File: config.mk
export PLATFORM = sky130hd
export DESIGN_NAME = phy_link_seq
export DESIGN_NICKNAME = d
export VERILOG_FILES = /design/src/rtl/phy_seq_pkg.sv /design/src/rtl/phy_seq_wait.sv /design/src/rtl/phy_seq_idmatch.sv /design/src/rtl/phy_seq_linkeval.sv /design/src/rtl/phy_link_seq.sv
export SDC_FILE = /design/constraint.sdc
export NUM_CORES = 1
export LEC_CHECK = 0
export BUFFER_PORTS_ARGS = -buffer_cell sky130_fd_sc_hd__buf_2
export CORE_ASPECT_RATIO = 1.75
export CORE_MARGIN = 1
export CORE_UTILIZATION = 35
export CTS_BUF_LIST = sky130_fd_sc_hd__clkbuf_2
export CTS_CLUSTER_DIAMETER = 30
export DETAILED_ROUTE_END_ITERATION = 10
export PLACE_DENSITY_LB_ADDON = 0.08
export SLEW_MARGIN = 15
export SYNTH_ARGS = -nofsm -noshare
export SYNTH_HDL_FRONTEND = slang
export SYNTH_SLANG_ARGS = --single-unit
File: constraint.sdc
create_clock -name clk -period 3 [get_ports clk]
set_input_delay 0.6 -clock clk [delete_from_list [all_inputs] [get_ports clk]]
set_output_delay 0.6 -clock clk [all_outputs]
set_load 0.05 [all_outputs]
File: src/rtl/phy_seq_pkg.sv
package phy_seq_pkg;

   typedef enum logic [2:0] {
      ST_IDLE,
      ST_WAIT,
      ST_ID_HI,
      ST_ID_LO,
      ST_MATCH,
      ST_CTRL,
      ST_STAT,
      ST_DONE
   } seq_st_t;

   localparam logic [4:0]  REG_CTRL  = 5'd0;
   localparam logic [4:0]  REG_STAT  = 5'd1;
   localparam logic [4:0]  REG_ID_HI = 5'd2;
   localparam logic [4:0]  REG_ID_LO = 5'd3;
   localparam logic [15:0] EMPTY_READ = 16'hFFFF;

   localparam int CTRL_AN_BIT  = 12;
   localparam int STAT_ANC_BIT = 5;
   localparam int STAT_LNK_BIT = 2;

endpackage

File: src/rtl/phy_seq_wait.sv
module phy_seq_wait #(
   parameter int CYCLES = 1000
) (
   input  logic clk,
   input  logic rst_n,
   input  logic load,
   output logic expired
);
   localparam int CNT_W = $clog2(CYCLES + 1);

   generate
      if (CYCLES < 1) begin : g_bad
         $error("phy_seq_wait: CYCLES must be at least 1");
      end
   endgenerate

   logic [CNT_W-1:0] cnt_q;
   logic             run_q;

   always_ff @(posedge clk or negedge rst_n) begin
      if (!rst_n) begin
         cnt_q <= '0;
         run_q <= 1'b0;
      end else if (load) begin
         cnt_q <= CNT_W'(CYCLES - 1);
         run_q <= 1'b1;
      end else if (run_q) begin
         if (cnt_q == '0) run_q <= 1'b0;
         else             cnt_q <= cnt_q - 1'b1;
      end
   end

   assign expired = run_q && (cnt_q == '0);
endmodule

File: src/rtl/phy_seq_idmatch.sv
module phy_seq_idmatch #(
   parameter int DEPTH = 4,
   parameter int IDX_W = 2
) (
   input  logic [31:0]         id,
   input  logic [DEPTH*32-1:0] tbl,
   output logic                hit,
   output logic [IDX_W-1:0]    idx
);
   logic [DEPTH-1:0] live;
   logic [DEPTH-1:0] eq;

   generate
      if (DEPTH < 2) begin : g_bad
         $error("phy_seq_idmatch: DEPTH must be at least 2");
      end
      for (genvar g = 0; g < DEPTH; g++) begin : g_slot
         if (g == 0) begin : g_first
            assign live[g] = (tbl[31:0] != 32'd0);
         end else begin : g_next
            assign live[g] = live[g-1] && (tbl[g*32 +: 32] != 32'd0);
         end
         assign eq[g] = live[g] && (tbl[g*32 +: 32] == id);
      end
   endgenerate

   always_comb begin
      hit = 1'b0;
      idx = '0;
      for (int i = DEPTH - 1; i >= 0; i--) begin
         if (eq[i]) begin
            hit = 1'b1;
            idx = i[IDX_W-1:0];
         end
      end
   end
endmodule

File: src/rtl/phy_seq_linkeval.sv
module phy_seq_linkeval #(
   parameter bit HONOUR_AN = 1'b1
) (
   input  logic an_enabled,
   input  logic st_an_done,
   input  logic st_link,
   output logic good
);
   generate
      if (HONOUR_AN) begin : g_an
         assign good = st_link && (!an_enabled || st_an_done);
      end else begin : g_plain
         logic unused_an;
         assign unused_an = an_enabled ^ st_an_done;
         assign good = st_link;
      end
   endgenerate
endmodule

File: src/rtl/phy_link_seq.sv
module phy_link_seq
   import phy_seq_pkg::*;
#(
   parameter int NUM_ADDR     = 32,
   parameter int NUM_PASS     = 11,
   parameter int PASS_WAIT_MS = 10,
   parameter int CYC_PER_MS   = 100000,
   parameter int LINK_TRIES   = 1000,
   parameter int TBL_DEPTH    = 8,
   parameter bit HONOUR_AN    = 1'b1,
   localparam int ADDR_W      = $clog2(NUM_ADDR),
   localparam int IDX_W       = $clog2(TBL_DEPTH)
) (
   input  logic                    clk,
   input  logic                    rst_n,
   input  logic                    start,
   input  logic [TBL_DEPTH*32-1:0] id_table,
   output logic                    cmd_valid,
   output logic [ADDR_W-1:0]       cmd_phy,
   output logic [4:0]              cmd_reg,
   input  logic                    rsp_valid,
   input  logic [15:0]             rsp_data,
   output logic                    busy,
   output logic                    done,
   output logic                    phy_found,
   output logic [ADDR_W-1:0]       phy_addr,
   output logic [31:0]             phy_id,
   output logic                    id_known,
   output logic [IDX_W-1:0]        id_index,
   output logic                    link_up,
   output logic                    err_no_phy,
   output logic                    err_link_timeout
);
   localparam int WAIT_CYC = PASS_WAIT_MS * CYC_PER_MS;
   localparam int PASS_W   = $clog2(NUM_PASS + 1);
   localparam int TRY_W    = $clog2(LINK_TRIES + 1);
   localparam logic [ADDR_W-1:0] LAST_ADDR = ADDR_W'(NUM_ADDR - 1);
   localparam logic [PASS_W-1:0] LAST_PASS = PASS_W'(NUM_PASS - 1);
   localparam logic [TRY_W-1:0]  LAST_TRY  = TRY_W'(LINK_TRIES - 1);

   generate
      if (NUM_ADDR < 2 || NUM_ADDR > 32) begin : g_bad_addr
         $error("phy_link_seq: NUM_ADDR must be 2..32");
      end
      if (NUM_PASS < 1) begin : g_bad_pass
         $error("phy_link_seq: NUM_PASS must be at least 1");
      end
      if (LINK_TRIES < 1) begin : g_bad_try
         $error("phy_link_seq: LINK_TRIES must be at least 1");
      end
      if (WAIT_CYC < 1) begin : g_bad_wait
         $error("phy_link_seq: pass wait must be at least one cycle");
      end
   endgenerate

   seq_st_t           st_q;
   logic              sent_q;
   logic [ADDR_W-1:0] addr_q;
   logic [PASS_W-1:0] pass_q;
   logic [TRY_W-1:0]  try_q;
   logic [15:0]       id_hi_q, id_lo_q;
   logic              an_q, found_q, hit_q, link_q, nophy_q, tmo_q;
   logic [IDX_W-1:0]  idx_q;

   logic              rd_state, rsp_ok, empty_rsp, wait_load, wait_done;
   logic              m_hit, good;
   logic [IDX_W-1:0]  m_idx;

   assign rd_state = (st_q == ST_ID_HI) || (st_q == ST_ID_LO) ||
                     (st_q == ST_CTRL)  || (st_q == ST_STAT);
   assign rsp_ok    = rsp_valid && sent_q;
   assign empty_rsp = (rsp_data == EMPTY_READ);
   assign wait_load = (st_q == ST_ID_HI) && rsp_ok && empty_rsp &&
                      (addr_q == LAST_ADDR) && (pass_q != LAST_PASS);

   phy_seq_wait #(.CYCLES(WAIT_CYC)) u_wait (
      .clk     (clk),
      .rst_n   (rst_n),
      .load    (wait_load),
      .expired (wait_done)
   );

   phy_seq_idmatch #(.DEPTH(TBL_DEPTH), .IDX_W(IDX_W)) u_match (
      .id  ({id_hi_q, id_lo_q}),
      .tbl (id_table),
      .hit (m_hit),
      .idx (m_idx)
   );

   phy_seq_linkeval #(.HONOUR_AN(HONOUR_AN)) u_link (
      .an_enabled (an_q),
      .st_an_done (rsp_data[STAT_ANC_BIT]),
      .st_link    (rsp_data[STAT_LNK_BIT]),
      .good       (good)
   );

   always_comb begin
      unique case (st_q)
         ST_ID_HI: cmd_reg = REG_ID_HI;
         ST_ID_LO: cmd_reg = REG_ID_LO;
         ST_STAT:  cmd_reg = REG_STAT;
         default:  cmd_reg = REG_CTRL;
      endcase
   end

   assign cmd_valid = rd_state && !sent_q;
   assign cmd_phy   = addr_q;

   always_ff @(posedge clk or negedge rst_n) begin
      if (!rst_n) begin
         sent_q <= 1'b0;
      end else if (cmd_valid) begin
         sent_q <= 1'b1;
      end else if (rsp_valid) begin
         sent_q <= 1'b0;
      end
   end

   always_ff @(posedge clk or negedge rst_n) begin
      if (!rst_n) begin
         st_q    <= ST_IDLE;
         addr_q  <= '0;
         pass_q  <= '0;
         try_q   <= '0;
         id_hi_q <= '0;
         id_lo_q <= '0;
         an_q    <= 1'b0;
         found_q <= 1'b0;
         hit_q   <= 1'b0;
         idx_q   <= '0;
         link_q  <= 1'b0;
         nophy_q <= 1'b0;
         tmo_q   <= 1'b0;
      end else begin
         unique case (st_q)
            ST_IDLE, ST_DONE: begin
               if (start) begin
                  link_q  <= 1'b0;
                  nophy_q <= 1'b0;
                  tmo_q   <= 1'b0;
                  try_q   <= '0;
                  if (found_q) begin
                     st_q <= ST_CTRL;
                  end else begin
                     addr_q <= '0;
                     pass_q <= '0;
                     hit_q  <= 1'b0;
                     idx_q  <= '0;
                     st_q   <= ST_ID_HI;
                  end
               end
            end
            ST_WAIT: begin
               if (wait_done) st_q <= ST_ID_HI;
            end
            ST_ID_HI: begin
               if (rsp_ok) begin
                  if (!empty_rsp) begin
                     id_hi_q <= rsp_data;
                     st_q    <= ST_ID_LO;
                  end else if (addr_q != LAST_ADDR) begin
                     addr_q <= addr_q + 1'b1;
                  end else if (pass_q == LAST_PASS) begin
                     nophy_q <= 1'b1;
                     st_q    <= ST_DONE;
                  end else begin
                     addr_q <= '0;
                     pass_q <= pass_q + 1'b1;
                     st_q   <= ST_WAIT;
                  end
               end
            end
            ST_ID_LO: begin
               if (rsp_ok) begin
                  id_lo_q <= rsp_data;
                  found_q <= 1'b1;
                  st_q    <= ST_MATCH;
               end
            end
            ST_MATCH: begin
               hit_q <= m_hit;
               idx_q <= m_idx;
               st_q  <= ST_CTRL;
            end
            ST_CTRL: begin
               if (rsp_ok) begin
                  an_q <= rsp_data[CTRL_AN_BIT];
                  st_q <= ST_STAT;
               end
            end
            ST_STAT: begin
               if (rsp_ok) begin
                  if (good) begin
                     link_q <= 1'b1;
                     st_q   <= ST_DONE;
                  end else if (try_q == LAST_TRY) begin
                     tmo_q <= 1'b1;
                     st_q  <= ST_DONE;
                  end else begin
                     try_q <= try_q + 1'b1;
                     st_q  <= ST_CTRL;
                  end
               end
            end
            default: st_q <= ST_IDLE;
         endcase
      end
   end

   assign busy             = (st_q != ST_IDLE) && (st_q != ST_DONE);
   assign done             = (st_q == ST_DONE);
   assign phy_found        = found_q;
   assign phy_addr         = addr_q;
   assign phy_id           = {id_hi_q, id_lo_q};
   assign id_known         = hit_q;
   assign id_index         = idx_q;
   assign link_up          = link_q;
   assign err_no_phy       = nophy_q;
   assign err_link_timeout = tmo_q;
endmodule

After elaboration in Yosys (flattened, before gate mapping)
Index checks and enable logic that the tools add are counted.
- input port bits: 276
- flip-flop bits (word level): 85
- bits in writable memories: 0
- latch bits: 0
- memories: 0
- word-level logic and storage cells: 196
- memory bits (read-only): 0
- bitwise operators: 1
- shifts and indexed selects: 0
- $add $sub $neg: 4
- $mul: 0
- reductions and logical operators: 59
- order comparisons: 0
- muxes and demuxes: 76
- equal/unequal tests: 40
- divide/modulo/power cells: 0
- operators by type and width (kind ; number):
    $eq A32 B32 Y1 ; 8
    $reduce_bool A32 Y1 ; 8
    $mux W20 ; 3
    $mux W3 ; 20
    $mux W10 ; 4
    $mux W5 ; 6
    $mux W1 ; 25
    $logic_and A1 B1 Y1 ; 24
    $mux W4 ; 6
    $ne A2 B2 Y1 const B ; 12
    $pmux W3 S7 ; 1
    $logic_not A20 Y1 ; 1
    $pmux W10 S2 ; 1
    $sub A20 B1 Y20 const B ; 1
    $eq A16 B16 Y1 const B ; 1
    $reduce_and A7 Y1 ; 2
    $eq A3 B3 Y1 const B ; 4
    $reduce_and A6 Y1 ; 2
    $add A10 B1 Y10 const B ; 1
    $eq A10 B10 Y1 const B ; 1
    $pmux W5 S2 ; 1
    $reduce_and A5 Y1 ; 2
    $reduce_bool A2 Y1 ; 5
    $ne A3 B3 Y1 const B ; 3
    other kinds (23) ; 38

Depth between registers and ports, before layout
Gate-level depths: netlist of run 1.
- word-level depth: 18
- gate-level depth with buffers: 10

Cells and area by module
From an unflattened synthesis of run 1, not the netlist that was laid out.
- cells, all modules: 913
- area, all modules: 8293.0 sq um
- modules (own cells, without submodules) (module ; cells an instance ; times used ; sequential area each (sq um) ; area each (sq um)):
    phy_seq_idmatch ; 482 ; 1 ; 0.0 ; 3698.5
    phy_link_seq ; 298 ; 1 ; 1601.5 ; 3253.1
    phy_seq_wait ; 131 ; 1 ; 525.5 ; 1330.0
    phy_seq_linkeval ; 2 ; 1 ; 0.0 ; 11.3

Worst setup path after synthesis of run 1
No wires, ideal clock.
- path kind: register to register
- start: register addr_q[0] (netlist: cmd_phy[0])
- end: register u_wait.cnt_q[7]
- path slack: 0.297 ns
- arrival: 2.625 ns
- stages on the path, launching flop included: 10
- cell sequence: dfrtp_1 ha_1 and3_1 ha_1 clkbuf_1 and2_1 nand3_2 a211o_2 or3_1 a21oi_1
- longest elaborated chain between the ends: 5
- RTL lines (element ; RTL line ; source):
    start: declaration ; phy_link_seq.sv:58 ; logic [ADDR_W-1:0] addr_q;
    start signal: assignment ; phy_link_seq.sv:162 ; addr_q <= addr_q + 1'b1;
    $eq A5 B5 Y1 (*) ; phy_link_seq.sv:74 ; (addr_q == LAST_ADDR) && (pass_q != LAST_PASS);
    $logic_and A1 B1 Y1 (*) ; phy_link_seq.sv:73 ; assign wait_load = (st_q == ST_ID_HI) && rsp_ok && empty_rsp &&
    $logic_and A1 B1 Y1 (*) ; phy_link_seq.sv:74 ;
    $ne A2 B1 Y1 (no line) / $reduce_bool A2 Y1 (equally long branches) ; -- ;
    $reduce_and A2 Y1 (no line) ; -- ;
    end signal: assignment ; phy_seq_wait.sv:25 ; cnt_q <= CNT_W'(CYCLES - 1);
    end signal: assignment ; phy_seq_wait.sv:29 ; else cnt_q <= cnt_q - 1'b1;
    end: declaration ; phy_seq_wait.sv:17 ; logic [CNT_W-1:0] cnt_q;
Every way passes the cells marked *; elsewhere a longest branch is shown, timed or not.
A chain may end at the register's enable or synchronous reset.

Worst setup path after layout of run 1
- start: register st_q[0]
- end: output busy
- longest elaborated chain between the ends: 2
- RTL lines (element ; RTL line ; source):
    start: declaration ; phy_link_seq.sv:56 ; seq_st_t st_q;
    start signal: assignment ; phy_link_seq.sv:121 ; st_q <= ST_IDLE;
    start signal: assignment ; phy_link_seq.sv:143 ; st_q <= ST_CTRL;
    start signal: assignment ; phy_link_seq.sv:149 ; st_q <= ST_ID_HI;
    $ne A3 B3 Y1 / $reduce_bool A3 Y1 (equally long branches) ; phy_link_seq.sv:210 ; assign busy = (st_q != ST_IDLE) && (st_q != ST_DONE);
    $logic_and A1 B1 Y1 (*) ; phy_link_seq.sv:210 ;
    end: declaration ; phy_link_seq.sv:23 ; output logic busy,
Marks and branches as above.

==> summary.md, run 1 <==
- Seq. cell area: 2130 um^2
- Post-layout nets: 1518
- remaining routing DRC violations: 0
- area of the multi-input gates: 5340 um^2
- area enclosed by the die boundary: 23100 um^2
- core footprint: 22100 um^2
- Initial Utilization: 35.6%
- Clock Tree Root: sky130_fd_sc_hd__clkbuf_2
- final hold viol count: 0
- maximum fanout count along the critical path: 18
- Worst VDD drop: 480 uV
- endpoint of the worst hold-timing path: pass_q[2]
- Initial DRT Pass Iterations: 5
- Min-Delay Path Depth: 2
- aggregate negative setup slack: 0 ps
- Finish-stage setup viols: 0
- ys flop type: sky130_fd_sc_hd__dfrtp_1
- count of fill cells added during filler insertion: 2294
- source of the worst register-to-register timing path: id_lo_q[15]
- slew at the pin with the worst max-slew slack: 944 ps
- number of clock sinks: 85
- maximum level of the CTS H-tree: 3
- maximum capacitance violations: 0
- number of slew-limit violations in the final report: 0
- final weighted congestion in routability-driven placement: 0.959
- clk_skew: 44.8 ps
- clock tree from TritonCTS: built
- FFs w/ async S/R, synth: 100%
- worst hold margin: 232 ps
- worst setup slack for register-to-register paths: 280 ps
- #FFs+latches synth: 85
- Synth area leaders: sky130_fd_sc_hd__dfrtp_1, sky130_fd_sc_hd__xor2_1, sky130_fd_sc_hd__nor4_1, sky130_fd_sc_hd__xnor2_1, sky130_fd_sc_hd__mux2_2
- Post-synth EDFFs: 0
- PostCTS Resize Cnt: 0
- number of global-route vias before repair: 8799
- most common library cell in the layout ignoring fill and taps: sky130_fd_sc_hd__buf_2
- CP required: 2400 ps
- Bufs on Longest Clock Path: 2
- buffers inserted by post-CTS timing repair: 0
- GRT overflow: 0
- Tmin final: 2770 ps
- number of clock buffers inserted by TritonCTS: 9
- hold buffers post-CTS: 1
- sequential share of the synthesized area: 27.1%
- Pwr Density: 844 nW/um^2
- warnings from Yosys: 0
- end of the worst register-to-register path: id_index[0]
- CP startpoint kind: flop
- critical path type: flop to output pin
- First DRT Iteration DRCs: 486
- share of post-route cells with drive strength above 1: 37.8%
- max_slew headroom: 36.3%
- y dimension of the die: 200 um
- Cells after Synth: 877
- antenna violations before repair: 5
- most used cells in the layout excluding fill and tap cells: sky130_fd_sc_hd__buf_2, sky130_fd_sc_hd__xor2_1, sky130_fd_sc_hd__nor4_1, sky130_fd_sc_hd__dfrtp_1, sky130_fd_sc_hd__buf_4
- average cell area after synthesis: 8.97 um^2
- GRT Overall Usage: 32.5%
- Yosys top cell by area: sky130_fd_sc_hd__dfrtp_1
- Synth top area share: 27.1%
- post-detailed-route wirelength per cell: 24.4 um
- DP HPWL: 31600 um
- worst-skew pair later-pin latency: 600 ps
- overall routed net length: 37600 um
- total of buffers placed on input and output ports: 330
- global-route wire length before repair: 53900 um
- run status: finished clean
- vias after detailed routing: 8529
- vias per cell: 5.53
- leakage dissipation: 0.00476 uW
- upper clock frequency limit: 362 MHz
- Boundary Pins: 334
- Tightest Hold Check Type: input pin to flop
- logic depth of the worst register-to-register path: 8
- pin count of the biggest net entering global routing: 46
- crit end category: output pin
- Worst Hold Launch: start
- CTS clk-pin slew, worst paths: 290 ps
- Core Rows: 72
- CP arrival: 2170 ps
- remaining antenna violation count: 0
- synthesis-to-finish area growth: 29.9%
- Cell variety after synth: 58
- unrepaired setup endpoints after global routing: no
- synthesized area: 7860 um^2
- die span in x: 115 um
- portion of the clock cycle consumed by the worst path in the final layout: 92.2%
## sequential cells by signal, indices dropped and copies added, names as in the netlist
name	cells
id_lo_q	16
cmd_phy	5
pass_q	4
try_q	10
id_hi_q	16
phy_found	1
link_up	1
id_known	1
an_q	1
sent_q	1
id_index	3
u_wait.run_q	1
u_wait.cnt_q	20
err_link_timeout	1
err_no_phy	1
st_q	3
## synth_stat cells, types with 6 or more instances
library cell	count
sky130_fd_sc_hd__a21oi_1	14
sky130_fd_sc_hd__and3_1	8
sky130_fd_sc_hd__buf_2	21
sky130_fd_sc_hd__buf_4	15
sky130_fd_sc_hd__buf_6	9
sky130_fd_sc_hd__clkbuf_1	8
sky130_fd_sc_hd__dfrtp_1	85
sky130_fd_sc_hd__ha_1	6
sky130_fd_sc_hd__inv_1	14
sky130_fd_sc_hd__mux2_2	33
sky130_fd_sc_hd__nand2_1	35
sky130_fd_sc_hd__nand3_1	10
sky130_fd_sc_hd__nand4_1	44
sky130_fd_sc_hd__nor2_1	42
sky130_fd_sc_hd__nor3_1	13
sky130_fd_sc_hd__nor4_1	122
sky130_fd_sc_hd__nor4_2	6
sky130_fd_sc_hd__o211ai_1	6
sky130_fd_sc_hd__o21ai_0	20
sky130_fd_sc_hd__or3_1	12
sky130_fd_sc_hd__xnor2_1	44
sky130_fd_sc_hd__xor2_1	233
## per-layer routing
layer / part of all wire [%] / vias to the layer above / GRT usage [%] / wire length, um
li1: - / 3902 / - / -
met1: 35 / 4078 / 33.8 / 13100
met2: 52 / 431 / 58.4 / 19400
met3: 6.9 / 116 / 5.93 / 2590
met4: 6.4 / 2 / 20.6 / 2390
met5: 0.035 / - / 0 / 13
## cell families after synthesis
group	after synthesis	share of synthesized area [%]
other	1	0.0477
AO/OA/AOI/OAI	75	6.33
buffers and inverters	67	5.11
adder cells (fa/ha/maj)	6	0.955
XOR/XNOR	277	30.9
AND/OR/NAND/NOR	332	24.8
multiplexers	34	4.85
flip-flops	85	27.1
## area by class of cell
type / count / share of cell area (%)
tap: 296 / 3.63
antenna: 4 / 0.0980
multi-input combinational: 727 / 52.3
timing repair buffer: 399 / 21.4
clock buffer: 9 / 0.441
sequential: 85 / 20.8
inverter: 14 / 0.515
clock inverter: 7 / 0.784
## report_power, final
| part | leakage (uW) | switching, uW | internal, uW | total (uW) |
|---|---|---|---|---|
| combinational | 0.00362 | 3640 | 2100 | 5730 |
| clock | 0.0000752 | 452 | 206 | 658 |
| sequential | 0.00106 | 772 | 1460 | 2230 |
## stage by stage
stage / cells / power (uW) / setup slack (ps) / util (%) / area (um^2)
2_1_floorplan: 879 / 5730 / 297 / - / 7870
3_3_place_gp: 1520 / 7900 / 272 / 45.6 / 10100
3_5_place_dp: 1520 / 7920 / 179 / 45.6 / 10100
4_1_cts: 1537 / 8610 / 181 / 46.2 / 10200
5_1_grt: 1541 / 9070 / 65.8 / 46.3 / 10200
6_report: 1541 / 8620 / 235 / 46.3 / 10200
## critical path, cell delays in order (launching register included)
cell                      delay [ps]
sky130_fd_sc_hd__dfrtp_1         630
sky130_fd_sc_hd__nand3_1         180
sky130_fd_sc_hd__inv_1           100
sky130_fd_sc_hd__nor2_1          340
sky130_fd_sc_hd__buf_2           350
## worst max-delay path by stage
stage / end / depth (start not counted) / slack [ps] / startpoint
2_1_floorplan: u_wait.cnt_q[7] / 9 / 300 / cmd_phy[0]
4_1_cts: cmd_reg[0] / 4 / 180 / st_q[2]
3_3_place_gp: id_known / 8 / 270 / id_table[33]
3_5_place_dp: id_known / 8 / 180 / id_table[33]
6_report: busy / 4 / 230 / st_q[0]
5_1_grt: busy / 4 / 70 / st_q[0]
No activity file was read; power rests on OpenSTA's default activity.
==> run 2, diff against run 1 <==
--- a/config.mk
+++ b/config.mk
@@ -5,14 +5,15 @@
 export SDC_FILE = /design/constraint.sdc
 export NUM_CORES = 1
 export LEC_CHECK = 0
-export BUFFER_PORTS_ARGS = -buffer_cell sky130_fd_sc_hd__buf_2
 export CORE_ASPECT_RATIO = 1.75
 export CORE_MARGIN = 1
 export CORE_UTILIZATION = 35
 export CTS_BUF_LIST = sky130_fd_sc_hd__clkbuf_2
 export CTS_CLUSTER_DIAMETER = 30
 export DETAILED_ROUTE_END_ITERATION = 10
+export DONT_BUFFER_PORTS = 1
 export PLACE_DENSITY_LB_ADDON = 0.08
+export REMOVE_ABC_BUFFERS = 1
 export SLEW_MARGIN = 15
 export SYNTH_ARGS = -nofsm -noshare
 export SYNTH_HDL_FRONTEND = slang
==> run 2 against run 1 <==
Against the previous run:
- sequential cell count unchanged
- critical path depth increased by 3
- worst hold slack got worse by 150 ps
- largest cell class unchanged
==> summary.md, run 2 (synthesis gave the netlist of run 1 again) <==
- synthesis-to-finish area growth: 10.7%, was 29.9%
- number of clock buffers inserted by TritonCTS: 9, unchanged
- buffers inserted by post-CTS timing repair: 0, unchanged
- maximum level of the CTS H-tree: 3, unchanged
- vias after detailed routing: 7444, was 8529
- portion of the clock cycle consumed by the worst path in the final layout: 95.0%, was 92.2%
- final weighted congestion in routability-driven placement: 0.976, was 0.959
- PostCTS Resize Cnt: 0, unchanged
- list of cells traversed by the critical path: xor2_1 > nor4_1 > nand4_1 > or3_1 > o41a_1 > o41a_1 > o31ai_1, was nand3_1 > inv_1 > nor2_1 > buf_2
- run status: finished clean, unchanged
- maximum capacitance violations: 0, unchanged
- GRT overflow: 0, unchanged
- Boundary Pins: 334, unchanged
- Finish-stage setup viols: 0, unchanged
- number of global-route vias before repair: 8044, was 8799
- die span in x: 115 um, unchanged
- core footprint: 22100 um^2, unchanged
- slew at the pin with the worst max-slew slack: 932 ps, was 944 ps
- Tightest Hold Check Type: input pin to flop, unchanged
- DP HPWL: 32200 um, was 31600 um
- slowest library cell on the worst path: sky130_fd_sc_hd__dfrtp_1, unchanged
- Clock Tree Root: sky130_fd_sc_hd__clkbuf_2, unchanged
- share of post-route cells with drive strength above 1: 16.7%, was 37.8%
- Core Rows: 72, unchanged
- Post-Place Cells: 1205, was 1520
- worst-skew pair later-pin latency: 630 ps, was 600 ps
- biggest cell delay along the critical path: 630 ps, about the same
- Bufs on Longest Clock Path: 2, unchanged
- count of fill cells added during filler insertion: 2285, was 2294
- largest registers: u_wait.cnt_q: 20 flops, id_hi_q: 16 flops, id_lo_q: 16 flops, unchanged
- number of clock sinks: 85, unchanged
- upper clock frequency limit: 351 MHz, was 362 MHz
- aggregate negative setup slack: 0 ps, unchanged
- final hold viol count: 0, unchanged
- Tmin final: 2850 ps, was 2770 ps
- post-detailed-route wirelength per cell: 31.7 um, was 24.4 um
- unrepaired setup endpoints after global routing: no, unchanged
- area enclosed by the die boundary: 23100 um^2, unchanged
- Final Instance Count excl. Fillers: 1225, was 1541
- First DRT Iteration DRCs: 409, was 486
- hold buffers post-CTS: 3, was 1
- critical path type: flop to flop, was flop to output pin
- antenna violations before repair: 1, was 5
- remaining routing DRC violations: 0, unchanged
- Power, Total: 8410 uW, was 8620 uW
- leakage dissipation: 0.00351 uW, was 0.00476 uW
- global-route wire length before repair: 54200 um, was 53900 um
- final core occ: 39.4%, was 46.3%
- max_slew headroom: 37.1%, was 36.3%
- final worst-path setup slack: 150 ps, was 235 ps
- remaining antenna violation count: 0, unchanged
- GRT Overall Usage: 33.4%, was 32.5%
- maximum fanout count along the critical path: 5, was 18
- y dimension of the die: 200 um, unchanged
- clock tree from TritonCTS: built, unchanged
- crit end category: flop, was output pin
- pin count of the biggest net entering global routing: 86, was 46
- CP required: 3530 ps, was 2400 ps
- CP arrival: 3380 ps, was 2170 ps
- Post-layout nets: 1205, was 1518
- overall routed net length: 38900 um, was 37600 um
- most common library cell in the layout ignoring fill and taps: sky130_fd_sc_hd__xor2_1, was sky130_fd_sc_hd__buf_2
- vias per cell: 6.08, was 5.53
- Worst VDD drop: 567 uV, was 480 uV
- number of flip-flops under the largest register name: 20, unchanged
- clk_skew: 50.9 ps, was 44.8 ps
- most used cells in the layout excluding fill and tap cells: sky130_fd_sc_hd__xor2_1, sky130_fd_sc_hd__nor4_1, sky130_fd_sc_hd__dfrtp_1, sky130_fd_sc_hd__buf_4, was sky130_fd_sc_hd__buf_2, sky130_fd_sc_hd__xor2_1, sky130_fd_sc_hd__nor4_1, sky130_fd_sc_hd__dfrtp_1, sky130_fd_sc_hd__buf_4
- CTS clk-pin slew, worst paths: 300 ps, was 290 ps
- Initial Utilization: 35.6%, unchanged
- CP startpoint kind: flop, unchanged
- total of buffers placed on input and output ports: 0, was 330
- number of slew-limit violations in the final report: 0, unchanged
- Pwr Density: 967 nW/um^2, was 844 nW/um^2
- cell seen most often among critical-path stages: sky130_fd_sc_hd__o41a_1
- pre-CTS setup slack: 168 ps, was 179 ps
- Largest Register: u_wait.cnt_q, unchanged
- Initial DRT Pass Iterations: 5, unchanged
run 2: stage by stage:
step | hold WS [ps] | area [um^2]
4_1_cts | 44.0 | 8700
3_3_place_gp | 308 | 8530
2_1_floorplan | 304 | 7520
6_report | 83.7 | 8700
3_5_place_dp | 309 | 8530
5_1_grt | 22.2 | 8700
run 2: where the power goes:
group          switching [uW]  leakage, uW  total, uW  internal, uW
combinational            3730      0.00238       5650          1910
clock                     453    0.0000695        655           202
sequential                651      0.00106       2110          1460
run 2: path summary, 6_finish.rpt:
check	to	from	cells after the start	slack, ps
min reg2reg	u_wait.cnt_q[5]	u_wait.cnt_q[5]	2	550
min	id_hi_q[1]	rsp_data[1]	1	80
max in group asynchronous	try_q[2]	rst_n	2	2070
max reg2reg	id_index[0]	id_lo_q[2]	7	150
max	id_index[0]	id_lo_q[2]	7	150
min in group asynchronous	pass_q[0]	rst_n	2	540
run 2: cell type report:
class / instances / area [um^2] / area share, %
flip-flops and latches: 85 / 2130 / 24.4
clock inverters: 7 / 80.1 / 0.920
clock buffers: 9 / 45.0 / 0.518
repair buffers: 86 / 683 / 7.85
diodes: 1 / 2.50 / 0.0288
well taps: 296 / 370 / 4.26
inverters: 14 / 52.6 / 0.604
multi-input cells: 727 / 5340 / 61.4
run 2: routing by layer:
| layer | track usage [%] | up-vias | part of all wire (%) |
|---|---|---|---|
| li1 | - | 3266 | - |
| met1 | 31.9 | 3586 | 32 |
| met2 | 58.9 | 478 | 50 |
| met3 | 12.8 | 114 | 12 |
| met4 | 20.5 | 0 | 6.0 |
| met5 | 0 | - | 0 |
run 2: critical path, delay by kind of cell (launching register included):
| family | cells | cell delay (ps) |
|---|---|---|
| simple gates | 3 | 1040 |
| compound gates | 3 | 880 |
| flops | 1 | 630 |
| xor+xnor | 1 | 240 |
